$ cat src/rtl/svc_wdt_pkg.sv
package svc_wdt_pkg;
  localparam int REG_W   = 16;
  localparam int ADDR_W  = 4;
  localparam int TOUT_W  = 8;
  localparam int CNT_W   = TOUT_W + 1;

  localparam logic [ADDR_W-1:0] OFS_CTRL = 4'h0;
  localparam logic [ADDR_W-1:0] OFS_SVC  = 4'h2;
  localparam logic [ADDR_W-1:0] OFS_STAT = 4'h4;
  localparam logic [ADDR_W-1:0] OFS_IRQ  = 4'h6;

  localparam logic [REG_W-1:0] KEY_FIRST  = 16'h5555;
  localparam logic [REG_W-1:0] KEY_SECOND = 16'hAAAA;

  // control bit positions
  localparam int B_FRZ  = 0;
  localparam int B_EN   = 2;
  localparam int B_ACT  = 3;
  localparam int B_SWN  = 4;
  localparam int B_EXN  = 5;
  localparam int B_TOUT = 8;
  // interrupt control bit positions
  localparam int B_IEN  = 15;
  localparam int B_IFLG = 14;

  typedef struct packed {
    logic reload;
    logic dec;
  } cnt_strb_t;
endpackage

$ cat src/rtl/wdt_countdown.sv
module wdt_countdown
  import svc_wdt_pkg::*;
(
  input  logic              clk,
  input  logic              rstN,
  input  cnt_strb_t         strb,
  input  logic [TOUT_W-1:0] loadVal,
  input  logic [TOUT_W-1:0] preVal,
  output logic              expireHit,
  output logic              preHit
);
  logic [CNT_W-1:0] cnt;
  logic [CNT_W-1:0] cntNext;
  logic             live;

  assign cntNext = cnt - CNT_W'(1);
  assign live    = strb.dec && !strb.reload && (cnt != '0);

  always_ff @(posedge clk or negedge rstN) begin
    if (!rstN)                      cnt <= '0;
    else if (strb.reload)           cnt <= CNT_W'(loadVal) + CNT_W'(1);
    else if (strb.dec && cnt != '0) cnt <= cntNext;
  end

  assign expireHit = live && (cnt == CNT_W'(1));
  assign preHit    = live && (cntNext == CNT_W'(preVal));

  // without a strobe the count holds
  a_r2_hold_idle: assert property (@(posedge clk) disable iff (!rstN)
    (!strb.reload && !strb.dec) |=> $stable(cnt));
  // an exhausted count never wraps
  a_r5_no_wrap: assert property (@(posedge clk) disable iff (!rstN)
    (cnt == '0 && !strb.reload) |=> cnt == '0);
endmodule

$ cat src/rtl/wdt_cause.sv
module wdt_cause (
  input  logic clk,
  input  logic porN,
  input  logic rstN,
  input  logic tmoEvent,
  output logic lastWdt
);
  logic seen;
  logic lowPrev;

  always_ff @(posedge clk or negedge porN) begin
    if (!porN) begin
      seen    <= 1'b0;
      lastWdt <= 1'b0;
      lowPrev <= 1'b0;
    end else begin
      lowPrev <= !rstN;
      if (!rstN) begin
        if (!lowPrev) begin
          lastWdt <= seen;
          seen    <= 1'b0;
        end
      end else if (tmoEvent) begin
        seen <= 1'b1;
      end
    end
  end

  // the record only changes on the first cycle of a system reset
  a_r8_record_stable: assert property (@(posedge clk) disable iff (!porN)
    (rstN && $past(rstN)) |-> $stable(lastWdt));
endmodule

$ cat src/rtl/wdt_regs.sv
module wdt_regs
  import svc_wdt_pkg::*;
(
  input  logic              clk,
  input  logic              rstN,
  input  logic              wrEn,
  input  logic [ADDR_W-1:0] addr,
  input  logic [REG_W-1:0]  wdata,
  output logic [REG_W-1:0]  rdata,
  input  logic              tick,
  input  logic              lowPower,
  input  logic              expireHit,
  input  logic              preHit,
  input  logic              lastWdt,
  output cnt_strb_t         strb,
  output logic [TOUT_W-1:0] loadVal,
  output logic [TOUT_W-1:0] preVal,
  output logic              intReq,
  output logic              intRstReq,
  output logic              extRstN
);
  logic [TOUT_W-1:0] tout;
  logic frzEn, frzLocked, en, act, swN, exN;
  logic armed, expInt, expExt;
  logic preEn, preFlag;
  logic wrCtrl, wrSvc, wrIrq;
  logic enLoad, svcLoad;

  assign wrCtrl = wrEn && (addr == OFS_CTRL);
  assign wrSvc  = wrEn && (addr == OFS_SVC);
  assign wrIrq  = wrEn && (addr == OFS_IRQ);

  assign enLoad  = wrCtrl && wdata[B_EN] && !en;
  assign svcLoad = wrSvc && (wdata == KEY_SECOND) && armed;

  always_comb begin
    strb.reload = enLoad || svcLoad;
    strb.dec    = en && tick && !(frzEn && lowPower) && !(expInt || expExt);
    loadVal     = enLoad ? wdata[B_TOUT +: TOUT_W] : tout;
  end

  // control register
  always_ff @(posedge clk or negedge rstN) begin
    if (!rstN) begin
      tout      <= '0;
      frzEn     <= 1'b0;
      frzLocked <= 1'b0;
      en        <= 1'b0;
      act       <= 1'b0;
      swN       <= 1'b1;
      exN       <= 1'b1;
    end else if (wrCtrl) begin
      tout <= wdata[B_TOUT +: TOUT_W];
      act  <= wdata[B_ACT];
      swN  <= wdata[B_SWN];
      exN  <= wdata[B_EXN];
      if (wdata[B_EN]) en <= 1'b1;
      if (!frzLocked) begin
        frzEn     <= wdata[B_FRZ];
        frzLocked <= 1'b1;
      end
    end
  end

  // unlock sequence
  always_ff @(posedge clk or negedge rstN) begin
    if (!rstN)      armed <= 1'b0;
    else if (wrSvc) armed <= (wdata == KEY_FIRST);
  end

  // expiry latches
  always_ff @(posedge clk or negedge rstN) begin
    if (!rstN) begin
      expInt <= 1'b0;
      expExt <= 1'b0;
    end else if (expireHit) begin
      if (act) expExt <= 1'b1;
      else     expInt <= 1'b1;
    end
  end

  // pre-timeout interrupt control
  always_ff @(posedge clk or negedge rstN) begin
    if (!rstN) begin
      preEn   <= 1'b0;
      preVal  <= '0;
      preFlag <= 1'b0;
    end else begin
      if (wrIrq) begin
        preEn  <= wdata[B_IEN];
        preVal <= wdata[TOUT_W-1:0];
      end
      if (preHit)                     preFlag <= 1'b1;
      else if (wrIrq && wdata[B_IFLG]) preFlag <= 1'b0;
    end
  end

  // registered outputs
  always_ff @(posedge clk or negedge rstN) begin
    if (!rstN) begin
      intRstReq <= 1'b0;
      extRstN   <= 1'b1;
      intReq    <= 1'b0;
    end else begin
      intRstReq <= !swN || expInt;
      extRstN   <= exN && !expExt;
      intReq    <= preFlag && preEn;
    end
  end

  always_comb begin
    rdata = '0;
    case (addr)
      OFS_CTRL: begin
        rdata[B_TOUT +: TOUT_W] = tout;
        rdata[B_EXN] = exN;
        rdata[B_SWN] = swN;
        rdata[B_ACT] = act;
        rdata[B_EN]  = en;
        rdata[B_FRZ] = frzEn;
      end
      OFS_STAT: rdata[1] = lastWdt;
      OFS_IRQ: begin
        rdata[B_IEN]      = preEn;
        rdata[B_IFLG]     = preFlag;
        rdata[TOUT_W-1:0] = preVal;
      end
      default: rdata = '0;
    endcase
  end

  a_r2_enable_sticky: assert property (@(posedge clk) disable iff (!rstN)
    en |=> en);
  a_r5_int_held: assert property (@(posedge clk) disable iff (!rstN)
    expInt |=> (expInt && intRstReq));
  a_r6_ext_held: assert property (@(posedge clk) disable iff (!rstN)
    expExt |=> (expExt && !extRstN));
  a_r6_one_path: assert property (@(posedge clk) disable iff (!rstN)
    !(expInt && expExt));
  a_r7_irq_needs_enable: assert property (@(posedge clk) disable iff (!rstN)
    intReq |-> $past(preEn));
  a_r10_freeze_once: assert property (@(posedge clk) disable iff (!rstN)
    $past(frzLocked) |-> $stable(frzEn));
endmodule

$ cat src/rtl/svc_watchdog.sv
module svc_watchdog
  import svc_wdt_pkg::*;
(
  input  logic              clk,
  input  logic              porN,
  input  logic              rstN,
  input  logic              wrEn,
  input  logic [ADDR_W-1:0] addr,
  input  logic [REG_W-1:0]  wdata,
  output logic [REG_W-1:0]  rdata,
  input  logic              tick,
  input  logic              lowPower,
  output logic              intReq,
  output logic              intRstReq,
  output logic              extRstN
);
  cnt_strb_t         strb;
  logic [TOUT_W-1:0] loadVal;
  logic [TOUT_W-1:0] preVal;
  logic              expireHit;
  logic              preHit;
  logic              lastWdt;

  wdt_regs u_regs (
    .clk(clk), .rstN(rstN), .wrEn(wrEn), .addr(addr), .wdata(wdata),
    .rdata(rdata), .tick(tick), .lowPower(lowPower),
    .expireHit(expireHit), .preHit(preHit), .lastWdt(lastWdt),
    .strb(strb), .loadVal(loadVal), .preVal(preVal),
    .intReq(intReq), .intRstReq(intRstReq), .extRstN(extRstN)
  );

  wdt_countdown u_count (
    .clk(clk), .rstN(rstN), .strb(strb), .loadVal(loadVal),
    .preVal(preVal), .expireHit(expireHit), .preHit(preHit)
  );

  wdt_cause u_cause (
    .clk(clk), .porN(porN), .rstN(rstN), .tmoEvent(expireHit),
    .lastWdt(lastWdt)
  );
endmodule

$ cat config.mk
export PLATFORM = sky130hd
export DESIGN_NAME = svc_watchdog
export DESIGN_NICKNAME = d
export VERILOG_FILES = /design/src/rtl/svc_wdt_pkg.sv /design/src/rtl/wdt_countdown.sv /design/src/rtl/wdt_cause.sv /design/src/rtl/wdt_regs.sv /design/src/rtl/svc_watchdog.sv
export SDC_FILE = /design/constraint.sdc
export NUM_CORES = 1
export LEC_CHECK = 0
export BUFFER_PORTS_ARGS = -buffer_cell sky130_fd_sc_hd__buf_2
export CAP_MARGIN = 20
export CORE_AREA = 8 8 105 78
export CTS_CLUSTER_DIAMETER = 50
export CTS_CLUSTER_SIZE = 30
export DETAILED_ROUTE_END_ITERATION = 6
export DIE_AREA = 0 0 113 86
export SLEW_MARGIN = 20
export SYNTH_ARGS = -nofsm -noshare
export SYNTH_HDL_FRONTEND = slang
export SYNTH_SLANG_ARGS = --single-unit
$ cat constraint.sdc
create_clock -name clk -period 3.04 [get_ports clk]
set_clock_uncertainty 0.2 [all_clocks]
set_input_delay 0.152 -clock clk [delete_from_list [all_inputs] [get_ports clk]]
set_output_delay 0.152 -clock clk [all_outputs]
set_load 0.005 [all_outputs]
==> metrics.md <==
| Metric | Value |
|---|---|
| Outcome | `finished, final reports clean` |
| Max reg flops | `9` |
| Antenna violations before repair | `0` |
| Final Hold Viols | `0` |
| Ant diodes | `0` |
| 1st-iter DRT viols | `103` |
| CP bufs+invs | `2` |
| Largest area contributor in the netlist | `dfrtp_1` |
| Biggest register | `u_count.cnt` |
| Remaining antenna violation count after routing | `0` |
| Die Footprint | `roughly 0.0097 mm2` |
| Max Cap Viol | `0` |
| Register Area | `between 0.001 and 0.0015 mm2` |
| Setup-failing EPs final | `0` |
| Placed cell area | `between 0.002 and 0.003 mm2` |
| Yosys warns | `0` |
| Post-synth EDFFs | `0` |
| Req. time, crit path | `3.01 ns` |
| Shortest period the worst path allows | `between 2 and 3 ns` |
| Worst Tran Pin Value | `a little over 0.7 ns` |
| Clk pin slew, worst setup/hold paths | `~0.080 ns` |
| Global placement routability congestion | `approximately 0.9` |
| Mapped Nets | `288` |
| CP max FO | `10` |
| Post-synth top area share | `about two fifths` |
| Worst skew pair latency | `around 0.3 ns` |
| Via count | `2225` |
| CTS buffer count | `5` |
| Main synth FF type | `dfrtp_1` |
| Clock Tree Root | `clkbuf_8` |
| Starting Density | `about two fifths` |
| Critical path startpoint category | `input pin` |
| Post-DP HPWL | `5.414 mm` |
| Clk sink count | `42` |
| First-pass DRT Iterations | `4` |
| Buffers on Ports | `44` |
| Site row count | `25` |
| Worst setup EP type | `flop` |
| Final WL | `7.189 mm` |
| Tcrit/Tclk final | `95.24%` |
| Worst vdd ir | `between 200 and 250 uV` |
| First-pass GRT wire length | `between 10 and 15 mm` |
| Ports | `45` |
| Max incr delay on CP | `roughly 0.59 ns` |
| Syn Std Cell Area | `roughly 0.0026 mm2` |
| Post-CTS Repair Setup Buffers | `0` |
| Area of the multi-input gates | `around 0.0014 mm2` |
| Fillers | `~630` |
| Static leakage | `1.381 nW` |
| CTS tree | `done` |
| Seq/Total Area, Yosys | `between 40% and 50%` |
| Die Y | `between 80 and 90 um` |
| Post-synth top cells | `39 x dfrtp_1, 24 x nand2_1, 22 x mux2_2` |
| Grt total ovfl | `0` |
| Asr flop ratio synth | `100.0%` |
| Delay-heaviest family, CP | `simple AND/OR/NAND/NOR gates` |
| Syn avg cell area | `slightly below 10 um2` |
| P per Cell Area | `between 600 and 700 mW/mm2` |
| Cells along the critical path | `dlygate4sd3_1 -> buf_2 -> or4b_4 -> or4b_4 -> nand2_1 -> nand2_1 -> ha_1 -> nand3_1 -> nor2_1 -> xor2_1 -> o22ai_1 -> a21oi_1` |
| Yosys reg bits | `42` |
| Kind of critical path | `input pin to flop` |
| Synth-to-Final Area Change | `23.82%` |
| Number of instances in the placed design | `380` |
| Core box area | `0.006569 mm2` |
| Max Clk Rate | `345.4 MHz` |
| Gate Count Post-Synth | `258` |
| Cell variety after synth | `50` |
| Design area | `~0.0032 mm2` |
| Hold WC Path Type | `input pin to flop` |
| CP max stage cell | `or4b_4` |
| Unrepaired setup endpoints after global routing | `no` |
| Fraction of layout cells with a size suffix above 1 | `29.32%` |
| Total track usage | `about 16%` |
| Fin cells | `just over 400` |
| Total negative setup slack | `0 ns` |
| Top cells by area, synth | `dfrtp_1 38%, mux2_2 9.7%, xnor2_1 7.2%` |
| Count leader, synth | `dfrtp_1` |
| Slew HR | `51.54%` |
| Post-CTS resize count | `0` |
| H-tree Lvls | `2` |
| CTS max path bufs | `2` |
| Worst path arrival time | `approximately 2.9 ns` |
| Largest regs | `u_count.cnt x9, u_regs.preVal x8, u_regs.tout x8` |
| Largest net degree at the start of global routing | `23` |
| WL/cell | `17.75 um` |
| DR vias/cell | `about 5.5` |
| Max Slew Vio Count | `0` |
| DR DRC count | `0` |
| Layout net count | `353` |
| Vias in the first global route | `around 2.3k` |
| Die W | `~110 um` |
[power breakdown]
group / total [W] / switching [W] / internal, W
Sequential: 0.000915 / 0.000195 / 0.000720
Combinational: 0.000723 / 0.000347 / 0.000376
Clock: 0.000453 / 0.000209 / 0.000244
[path summary, 6_finish.rpt]
| check | from | to | slack [ns] | cells past startpoint |
|---|---|---|---|---|
| worst max-delay path | wrEn | u_count.cnt[6]$_DFFE_PN0P_ | 0.14 | 12 |
| worst min-delay path | wdata[8] | u_regs.tout[0]$_DFFE_PN0N_ | 0.009 | 2 |
| worst max register to register | u_count.cnt[1]$_DFFE_PN0P_ | u_regs.preFlag$_DFFE_PN0P_ | 0.55 | 7 |
| worst min register to register | u_regs.expExt$_DFFE_PN0P_ | u_regs.extRstN$_DFF_PN1_ | 0.25 | 1 |
| max in group asynchronous | rstN | u_regs.exN$_DFFE_PN1N_ | 1.77 | 3 |
| min in group asynchronous | rstN | u_regs.preFlag$_DFFE_PN0P_ | 0.14 | 2 |
[layout by cell type, fill, tap and decap left out, types with 7 or more instances in the layout]
cell type,Yosys,final
nand2_1,24,24
a22o_1,7,7
nand3_1,12,12
o21ai_0,8,8
buf_2,1,44
nor3_1,7,7
inv_1,7,7
dfrtp_1,39,39
dlygate4sd3_1,0,17
xnor2_1,21,21
nor2_1,16,16
mux2_2,22,22
and2_1,11,11
[logic make-up after synthesis]
logic type / Yosys count / synth area share (%)
compound gates: 40 / 11.57
buf+inv: 16 / 2.831
xor+xnor: 27 / 9.224
mux: 25 / 10.83
simple gates: 104 / 22.45
flops: 42 / 41.14
fa+ha+maj: 4 / 1.952
[timing repair]
item / 4_1_cts / 5_1_grt
setup endpoints to repair: 0 / 0
endpoints found under the hold margin: 40 / 0
hold buffers: 17 / 0
[area by class of cell]
type	instances	share of cell area (%)
repair buffers	67	13.72
inverters	7	0.8278
clock buffers	5	2.168
multi-input cells	200	45.45
flip-flops and latches	42	33.23
clock inverters	3	1.419
well taps	81	3.193
[worst reg2reg max path, cell delays in order (launching register included)]
cell and delay (ns):
dfrtp_1 0.42, inv_1 0.11, ha_1 0.24, or3b_2 0.53, or3_1 0.37, nor3_1 0.13, o21ai_0 0.11, o41ai_1 0.28
[per-layer routing]
metal / track usage [%] / routed length, um / part of all wire, % / vias up
met4: 3.494 / 25 / 0.35 / 0
met1: 22.32 / 3609 / 50 / 1079
li1: - / - / - / 1062
met3: 4.488 / 530 / 7.4 / 2
met2: 22.58 / 3023 / 42 / 82
met5: 0 / 0 / 0 / -
[per-stage QoR]
step                      total power [W]  hold slack (ns)  util, %  worst slack (ns)
after floorplan                  0.001382          -0.3436        -            0.5547
after global placement           0.001606          -0.2490    44.00            0.3777
after detailed placement         0.001618          -0.2469    44.00            0.2955
after CTS                        0.002095         0.002514    48.32            0.1522
after global routing             0.002241         0.009240    48.32           0.02238
final                            0.002092         0.009362    48.32            0.1448
Power figures use the tool's default switching activity.
